File: config.mk
export PLATFORM = sky130hd
export DESIGN_NAME = sd_dual_spi_master
export DESIGN_NICKNAME = d
export VERILOG_FILES = /design/src/rtl/sdspi_pkg.sv /design/src/rtl/sdspi_sync.sv /design/src/rtl/sdspi_rate_gen.sv /design/src/rtl/sdspi_shifter.sv /design/src/rtl/sd_dual_spi_master.sv
export SDC_FILE = /design/constraint.sdc
export NUM_CORES = 1
export LEC_CHECK = 0
export BUFFER_PORTS_ARGS = -buffer_cell sky130_fd_sc_hd__buf_2
export CORE_MARGIN = 10
export CORE_UTILIZATION = 40
export DETAILED_ROUTE_END_ITERATION = 6
export SKIP_CTS_REPAIR_TIMING = 1
export SYNTH_ARGS = -nofsm -noshare
export SYNTH_HDL_FRONTEND = slang
export SYNTH_SLANG_ARGS = --single-unit
export TNS_END_PERCENT = 50
File: constraint.sdc
create_clock -name clk -period 2.8 [get_ports clk]
set_clock_uncertainty 0.2 [all_clocks]
set_input_delay 0 -clock clk [delete_from_list [all_inputs] [get_ports clk]]
set_output_delay 0 -clock clk [all_outputs]
set_load 0.01 [all_outputs]
File: src/rtl/sdspi_pkg.sv
package sdspi_pkg;

   localparam int REG_AW = 2;

   localparam logic [REG_AW-1:0] ADDR_DATA   = 2'd0;
   localparam logic [REG_AW-1:0] ADDR_CTRL   = 2'd1;
   localparam logic [REG_AW-1:0] ADDR_STATUS = 2'd2;

   typedef struct packed {
      logic fast;
      logic sel_b;
      logic sel_a;
   } ctrl_t;

   localparam int CTRL_W = $bits(ctrl_t);

endpackage

File: src/rtl/sdspi_sync.sv
module sdspi_sync #(
   parameter int WIDTH  = 2,
   parameter int STAGES = 2
) (
   input  logic             clk,
   input  logic             rst_n,
   input  logic [WIDTH-1:0] async_in,
   output logic [WIDTH-1:0] sync_out
);

   generate
      if (STAGES < 2) begin : g_bad
         $error("sdspi_sync: STAGES must be at least 2");
      end
   endgenerate

   logic [WIDTH-1:0] chain [STAGES];

   genvar s;
   generate
      for (s = 0; s < STAGES; s++) begin : g_stage
         if (s == 0) begin : g_first
            always_ff @(posedge clk or negedge rst_n) begin
               if (!rst_n) chain[0] <= '0;
               else        chain[0] <= async_in;
            end
         end else begin : g_next
            always_ff @(posedge clk or negedge rst_n) begin
               if (!rst_n) chain[s] <= '0;
               else        chain[s] <= chain[s-1];
            end
         end
      end
   endgenerate

   assign sync_out = chain[STAGES-1];

endmodule

File: src/rtl/sdspi_rate_gen.sv
module sdspi_rate_gen #(
   parameter int SLOW_HALF = 156,
   parameter int FAST_HALF = 31
) (
   input  logic clk,
   input  logic rst_n,
   input  logic load,
   input  logic fast_req,
   input  logic run,
   output logic tick
);

   localparam int CNT_W = (SLOW_HALF > 1) ? $clog2(SLOW_HALF) : 1;
   localparam logic [CNT_W-1:0] SLOW_LAST = CNT_W'(SLOW_HALF - 1);
   localparam logic [CNT_W-1:0] FAST_LAST = CNT_W'(FAST_HALF - 1);

   generate
      if (FAST_HALF < 1 || SLOW_HALF < FAST_HALF) begin : g_bad
         $error("sdspi_rate_gen: need 1 <= FAST_HALF <= SLOW_HALF");
      end
   endgenerate

   logic             fast_q;
   logic [CNT_W-1:0] cnt_q;
   logic [CNT_W-1:0] last;

   assign last = fast_q ? FAST_LAST : SLOW_LAST;
   assign tick = run && !load && (cnt_q == last);

   always_ff @(posedge clk or negedge rst_n) begin
      if (!rst_n) begin
         fast_q <= 1'b0;
         cnt_q  <= '0;
      end else if (load) begin
         fast_q <= fast_req;
         cnt_q  <= '0;
      end else if (run) begin
         if (cnt_q == last) cnt_q <= '0;
         else               cnt_q <= cnt_q + 1'b1;
      end else begin
         cnt_q <= '0;
      end
   end

endmodule

File: src/rtl/sdspi_shifter.sv
module sdspi_shifter #(
   parameter int DATA_W = 8
) (
   input  logic              clk,
   input  logic              rst_n,
   input  logic              start,
   input  logic [DATA_W-1:0] tx_byte,
   input  logic              tick,
   input  logic              miso,
   output logic              sclk,
   output logic              mosi,
   output logic              busy,
   output logic [DATA_W-1:0] rx_byte
);

   localparam int BIT_W = (DATA_W > 1) ? $clog2(DATA_W) : 1;
   localparam logic [BIT_W-1:0] LAST_BIT = BIT_W'(DATA_W - 1);

   logic [DATA_W-1:0] sh_q;
   logic [BIT_W-1:0]  bit_q;

   always_ff @(posedge clk or negedge rst_n) begin
      if (!rst_n) begin
         busy    <= 1'b0;
         sclk    <= 1'b0;
         mosi    <= 1'b1;
         sh_q    <= '0;
         bit_q   <= '0;
         rx_byte <= '0;
      end else if (start) begin
         busy  <= 1'b1;
         sclk  <= 1'b0;
         sh_q  <= tx_byte;
         mosi  <= tx_byte[DATA_W-1];
         bit_q <= '0;
      end else if (busy && tick) begin
         if (!sclk) begin
            sclk <= 1'b1;
            sh_q <= {sh_q[DATA_W-2:0], miso};
         end else begin
            sclk <= 1'b0;
            if (bit_q == LAST_BIT) begin
               busy    <= 1'b0;
               rx_byte <= sh_q;
               mosi    <= 1'b1;
            end else begin
               bit_q <= bit_q + 1'b1;
               mosi  <= sh_q[DATA_W-1];
            end
         end
      end
   end

   p_mosi_hold_r2: assert property (@(posedge clk) disable iff (!rst_n)
      (sclk && $past(sclk)) |-> $stable(mosi));

   p_idle_lines_r8: assert property (@(posedge clk) disable iff (!rst_n)
      !busy |-> (mosi && !sclk));

endmodule

File: src/rtl/sd_dual_spi_master.sv
module sd_dual_spi_master
   import sdspi_pkg::*;
#(
   parameter int DATA_W      = 8,
   parameter int SLOW_HALF   = 156,
   parameter int FAST_HALF   = 31,
   parameter int SYNC_STAGES = 2
) (
   input  logic              clk,
   input  logic              rst_n,
   input  logic [1:0]        reg_addr,
   input  logic              reg_wr,
   input  logic [DATA_W-1:0] reg_wdata,
   output logic [DATA_W-1:0] reg_rdata,
   input  logic              card_in_a,
   input  logic              card_in_b,
   output logic              spi_sclk,
   output logic              spi_mosi,
   input  logic              spi_miso,
   output logic              spi_cs_a_n,
   output logic              spi_cs_b_n
);

   generate
      if (DATA_W < CTRL_W || DATA_W < 3) begin : g_bad
         $error("sd_dual_spi_master: DATA_W too narrow for the register map");
      end
   endgenerate

   ctrl_t             ctrl_q;
   logic              busy;
   logic              tick;
   logic              start;
   logic [DATA_W-1:0] rx_byte;
   logic [1:0]        present;

   assign start = reg_wr && (reg_addr == ADDR_DATA) && !busy;

   always_ff @(posedge clk or negedge rst_n) begin
      if (!rst_n)                                 ctrl_q <= '0;
      else if (reg_wr && reg_addr == ADDR_CTRL)   ctrl_q <= ctrl_t'(reg_wdata[CTRL_W-1:0]);
   end

   assign spi_cs_a_n = ~ctrl_q.sel_a;
   assign spi_cs_b_n = ~(ctrl_q.sel_b & ~ctrl_q.sel_a);

   sdspi_rate_gen #(
      .SLOW_HALF (SLOW_HALF),
      .FAST_HALF (FAST_HALF)
   ) u_rate (
      .clk      (clk),
      .rst_n    (rst_n),
      .load     (start),
      .fast_req (ctrl_q.fast),
      .run      (busy),
      .tick     (tick)
   );

   sdspi_shifter #(
      .DATA_W (DATA_W)
   ) u_shift (
      .clk     (clk),
      .rst_n   (rst_n),
      .start   (start),
      .tx_byte (reg_wdata),
      .tick    (tick),
      .miso    (spi_miso),
      .sclk    (spi_sclk),
      .mosi    (spi_mosi),
      .busy    (busy),
      .rx_byte (rx_byte)
   );

   sdspi_sync #(
      .WIDTH  (2),
      .STAGES (SYNC_STAGES)
   ) u_sync (
      .clk      (clk),
      .rst_n    (rst_n),
      .async_in ({card_in_b, card_in_a}),
      .sync_out (present)
   );

   always_comb begin
      reg_rdata = '0;
      case (reg_addr)
         ADDR_DATA:   reg_rdata = rx_byte;
         ADDR_CTRL:   reg_rdata[CTRL_W-1:0] = ctrl_q;
         ADDR_STATUS: reg_rdata[2:0] = {present[1], present[0], busy};
         default:     reg_rdata = '0;
      endcase
   end

   p_cs_exclusive_r6: assert property (@(posedge clk) disable iff (!rst_n)
      $onehot0({~spi_cs_a_n, ~spi_cs_b_n}));

   p_start_on_write_r2: assert property (@(posedge clk) disable iff (!rst_n)
      $rose(busy) |-> $past(reg_wr && reg_addr == ADDR_DATA));

   p_ignore_busy_write_r4: assert property (@(posedge clk) disable iff (!rst_n)
      (busy && reg_wr && reg_addr == ADDR_DATA && !spi_sclk) |=> !$rose(spi_sclk) || $past(tick));

endmodule

# Yosys cells after proc, flatten, opt, wreduce, memory -nomap -nowiden
# Index checks and enable logic that the tools add are counted.
# totals
reg_bits,38
inputBits,16
output_inout_bits,12
wordCells,66
# op_classes
addsub,2
n_eq_ne,6
mux,24
n_bitwise,4
reduce_logical,17
# op_table
cell,count
2-to-1 mux 8 bit,7
2-to-1 mux 3 bit,4
2-to-1 mux 1 bit,11
case mux 3 bit (3 select lines),1
"adder 8 x 1 -> 8 bit, second input constant",1
equality test 8 bit,1
logical AND 1 bit,6
AND reduction 3 bit,2
nonzero test 2 bit,3
2-to-1 mux 5 bit,1
"inequality test 2 bit, second input constant",2
AND reduction 2 bit,2
AND reduction 4 bit,1
"adder 3 x 1 -> 3 bit, second input constant",1
"equality test 3 bit, second input constant",1
NOT 1 bit,3
"equality test 2 x 1 -> 1 bit, second input constant",1
"equality test 2 bit, second input constant",1
zero test 1 bit,2
zero test 2 bit,1
bitwise AND 1 bit,1

# Logic depth before layout (Yosys ltp)
# depth
ltp_word,9
mapped_depth,6

# Cells and area by module
# A second synthesis with hierarchy kept.
# hier_totals
hier_cells,149
hier_area_um2,1819.2
# by_module_without_submodules
module,n_inst,cells_each,area_per_inst_um2
sdspi_shifter,1,78,975.9
sdspi_rate_gen,1,41,460.4
sd_dual_spi_master,1,24,267.8
sdspi_sync,1,6,115.1

# Worst setup path after synthesis
# OpenSTA, ideal clock, no wires.
# synth_timing
path_type,reg2reg
from,reg u_rate.cnt_q[2]
to,reg u_shift.rx_byte[0]
setup_time_ps,125
arrival_time_ps,1695
required_time_ps,2475
slack_ps,780
stages_incl_launch_ff,5
path_buffers,0
period_less_slack_ps,2020
cell_sequence,dfrtp_1 -> and3b_2 -> o2111ai_4 -> nor4_4 -> mux2_2
# synth_via
elab_chain_cells,4
# synth_rtl
item,line_no,text
from (decl),sdspi_rate_gen.sv:24,logic [CNT_W-1:0] cnt_q;
from (signal assigned),sdspi_rate_gen.sv:39,else cnt_q <= cnt_q + 1'b1;
equality test 8 bit,sdspi_rate_gen.sv:28,assign tick = run && !load && (cnt_q == last);
logical AND 1 bit,sdspi_rate_gen.sv:28,
logical AND 1 bit,sdspi_shifter.sv:36,end else if (busy && tick) begin
AND reduction 4 bit (no source line),--,
to (signal assigned),sdspi_shifter.sv:44,rx_byte <= sh_q;
to (decl),sdspi_shifter.sv:13,output logic [DATA_W-1:0] rx_byte
# No other way between the ends.
# A chain may end at the register's enable or synchronous reset.

# Worst setup path after layout
# layout_timing
from,reg u_rate.cnt_q[2]
to,reg u_shift.rx_byte[2]
# Same word-level chain as after synthesis.

==> impl_metrics.py <==
metrics = {
    "finish": {
        "syn2layout_area_growth_pct": 23.3,
        "fill_cells": 401,
        "multi_input_area_um2": 866,
        "final_cells": 271,
        "diodes": 0,
        "utilization_pct": 52.1,
        "seqCellArea_um2": 952,
        "layout-drive-gt1-share_pct": 28.3,
        "nets": 237,
    },
    "die": {
        "die_w_um": 88.5,
        "die_y_um": 88.5,
        "num_rows": 24,
        "design.portCount": 28,
        "core_area_um2": 4440,
        "start_util_pct": 42.2,
        "dieArea_um2": 7830,
    },
    "synth": {
        "async_reset_ff_share_pct": 100,
        "netlist_instances": 170,
        "synthFlopType": "dfrtp_1",
        "synth-seq-area-share_pct": 50.7,
        "yosysWarnings": 0,
        "synth_cell_types": 37,
        "ys_ff_latch": 38,
        "synth_edf_count": 0,
        "syn_nets": 189,
        "avgSynthCellArea_um2": 11.0,
        "syn_area_um2": 1880,
    },
    "timing": {
        "fmax_mhz": 425,
        "rsz0062_at_grt": "no",
        "worstMarginPinSlew_ns": 0.835,
        "period_share_pct": 84.1,
        "finalSetupViolations": 0,
        "whs_ns": 0.0168,
        "setup_ws_ns": 0.445,
        "slew_violations": 0,
        "tns_ns": 0,
        "slew_headroom_pct": 44.3,
        "period_needed_ns": 2.36,
        "hold_viol": 0,
    },
    "clock_network": {
        "cts-root-buf": "clkbuf_8",
        "cts_sinks": 38,
        "clockBufferDepth": 2,
        "cts-buffers-inserted": 5,
        "clk_pin_slew_worst_paths_ns": 0.07,
        "cts.htree.levels": 2,
        "cts_tree": "yes",
        "clock_latency_ns": 0.29,
    },
    "place": {
        "placed_cells": 247,
        "hpwl_mm": 2.98,
        "gp_congestion": 0.817,
        "place_ws_ns": 0.468,
        "port_buffers": 27,
    },
    "global_routing": {
        "antenna_found_initial": 0,
        "grtUsageTotal_pct": 10.8,
        "grt_pass1_vias": 1320,
        "grt_max_degree": 39,
        "grt_remaining_overflow": 0,
        "grt_pass1_wl_mm": 6.61,
    },
    "power_and_ir_drop": {
        "p_per_area_nw_per_um2": 761,
        "ir_drop_v": 0.000307,
        "power_leakage_nw": 1.08,
    },
    "min_path": {
        "min_path_type": "input pin to flip-flop",
    },
    "worst_setup_path": {
        "cp-start-kind": "flip-flop",
        "cp-end-kind": "flip-flop",
        "cp_max_fo": 12,
        "required_ns": 2.77,
        "arrival_ns": 2.33,
        "crit_type": "flip-flop to flip-flop",
    },
    "detailed_routing": {
        "drc": 0,
        "drt-pass1-iter-count": 6,
        "routed_wl_mm": 4.19,
        "vias_per_cell": 5.21,
        "num_vias": 1411,
        "ant_nets": 0,
        "drt_iter0_drc": 57,
        "wire_per_inst_um": 15.5,
    },
    "status": {
        "status": "finished, final reports clean",
    },
    "flow_run": {
        "maxCapViolations": 0,
    },
}
[state kept, by name (all words and copies together) (netlist names)]
name,flops
u_rate.cnt_q,8
u_shift.rx_byte,8
u_shift.sh_q,8
ctrl_q,3
u_shift.bit_q,3
u_sync.chain,2
u_sync.sync_out,2
u_rate.fast_q,1
u_shift.busy,1
u_shift.mosi,1
u_shift.sclk,1
[cell usage after synthesis (all sizes together), types with 2 or more instances]
cell	count	area (um^2)
or3	2	12.5
xnor2	2	17.5
buf	5	36.3
inv	6	22.5
nor4b	2	23.8
o31ai	3	36.3
nand4	3	18.8
a21oi	5	25.0
mux2	17	191
nand3	5	25.0
xor2	4	35.0
and3b	2	18.8
mux2i	6	60.1
o21ai	11	58.8
nand2	26	97.6
ha	3	37.5
and2	6	37.5
nor2	14	52.6
dfrtp	37	926
[worst max-delay path: stages (launching register included)]
cell,delay (ns)
dfrtp_1,0.45
and3b_2,0.32
o2111ai_4,0.23
nor4_4,0.63
mux2_2,0.41
[cells by family after synthesis]
| kind of cell | count (synthesis) | share of synthesized area (%) |
|---|---|---|
| xor gates and xnor gates | 6 | 2.80 |
| buffers and inverters | 11 | 3.13 |
| and+or+nand+nor | 65 | 18.3 |
| muxes | 23 | 13.4 |
| DFF | 38 | 50.7 |
| AOI/OAI and AO/OA | 24 | 9.60 |
| adders and majority gates | 3 | 2.00 |
[per-layer routing]
metal / GRT usage (%) / part of all wire [%] / wire length [um] / up-vias
met3: 5.70 / 6.8 / 283 / 7
li1: - / - / - / 688
met2: 16.1 / 47 / 1950 / 34
met4: 3.38 / 1.5 / 63 / 0
met5: 0 / 0 / 0 / -
met1: 13.3 / 45 / 1890 / 682
[cell usage in the layout, fill, tap and decap left out, types with 2 or more instances in the layout]
| master | synthesis | final |
|---|---|---|
| a21oi_1 | 5 | 5 |
| and2_1 | 6 | 6 |
| buf_2 | 2 | 27 |
| buf_4 | 2 | 3 |
| clkbuf_8 | 0 | 6 |
| dfrtp_1 | 37 | 37 |
| dlygate4sd3_1 | 0 | 16 |
| ha_1 | 3 | 3 |
| inv_1 | 6 | 6 |
| mux2_2 | 17 | 17 |
| mux2i_1 | 6 | 6 |
| nand2_1 | 26 | 26 |
| nand3_1 | 5 | 5 |
| nand4_1 | 3 | 3 |
| nor2_1 | 14 | 14 |
| o21ai_0 | 9 | 9 |
| o31ai_1 | 2 | 2 |
| or3_1 | 2 | 2 |
| xnor2_1 | 2 | 2 |
| xor2_1 | 4 | 4 |
[layout make-up]
cell class | instances | area share [%]
Sequential cell | 38 | 41.1
Multi-Input combinational cell | 121 | 37.4
Timing Repair Buffer | 46 | 13.7
Clock buffer | 7 | 3.73
Tap cell | 52 | 2.81
Inverter | 6 | 0.973
Clock inverter | 1 | 0.216
[per-stage QoR]
step | instance area (um^2) | power (mW)
floorplan | 1880 | 1.20
detailed placement | 2060 | 1.36
finish | 2310 | 1.76
global placement | 2060 | 1.34
global route | 2310 | 1.89
CTS | 2150 | 1.75
[worst paths after layout]
kind                            depth (start not counted)       startpoint            endpoint  slack (ns)
max in group asynchronous                               2            rst_n           ctrl_q[2]        1.73
worst max register to register                          4  u_rate.cnt_q[2]  u_shift.rx_byte[2]        0.44
worst min-delay path                                    4      reg_addr[0]        u_shift.busy        0.02
worst max-delay path                                    4  u_rate.cnt_q[2]  u_shift.rx_byte[2]        0.44
worst min register to register                          0  u_sync.chain[3]  u_sync.sync_out[1]        0.15
min in group asynchronous                               2            rst_n        u_shift.sclk        0.14
[where the power goes]
group,internal (mW),switching [mW]
clock,0.199,0.188
combinational,0.240,0.273
sequential,0.706,0.157
Note: power is estimated with default switching activity, not from simulation.
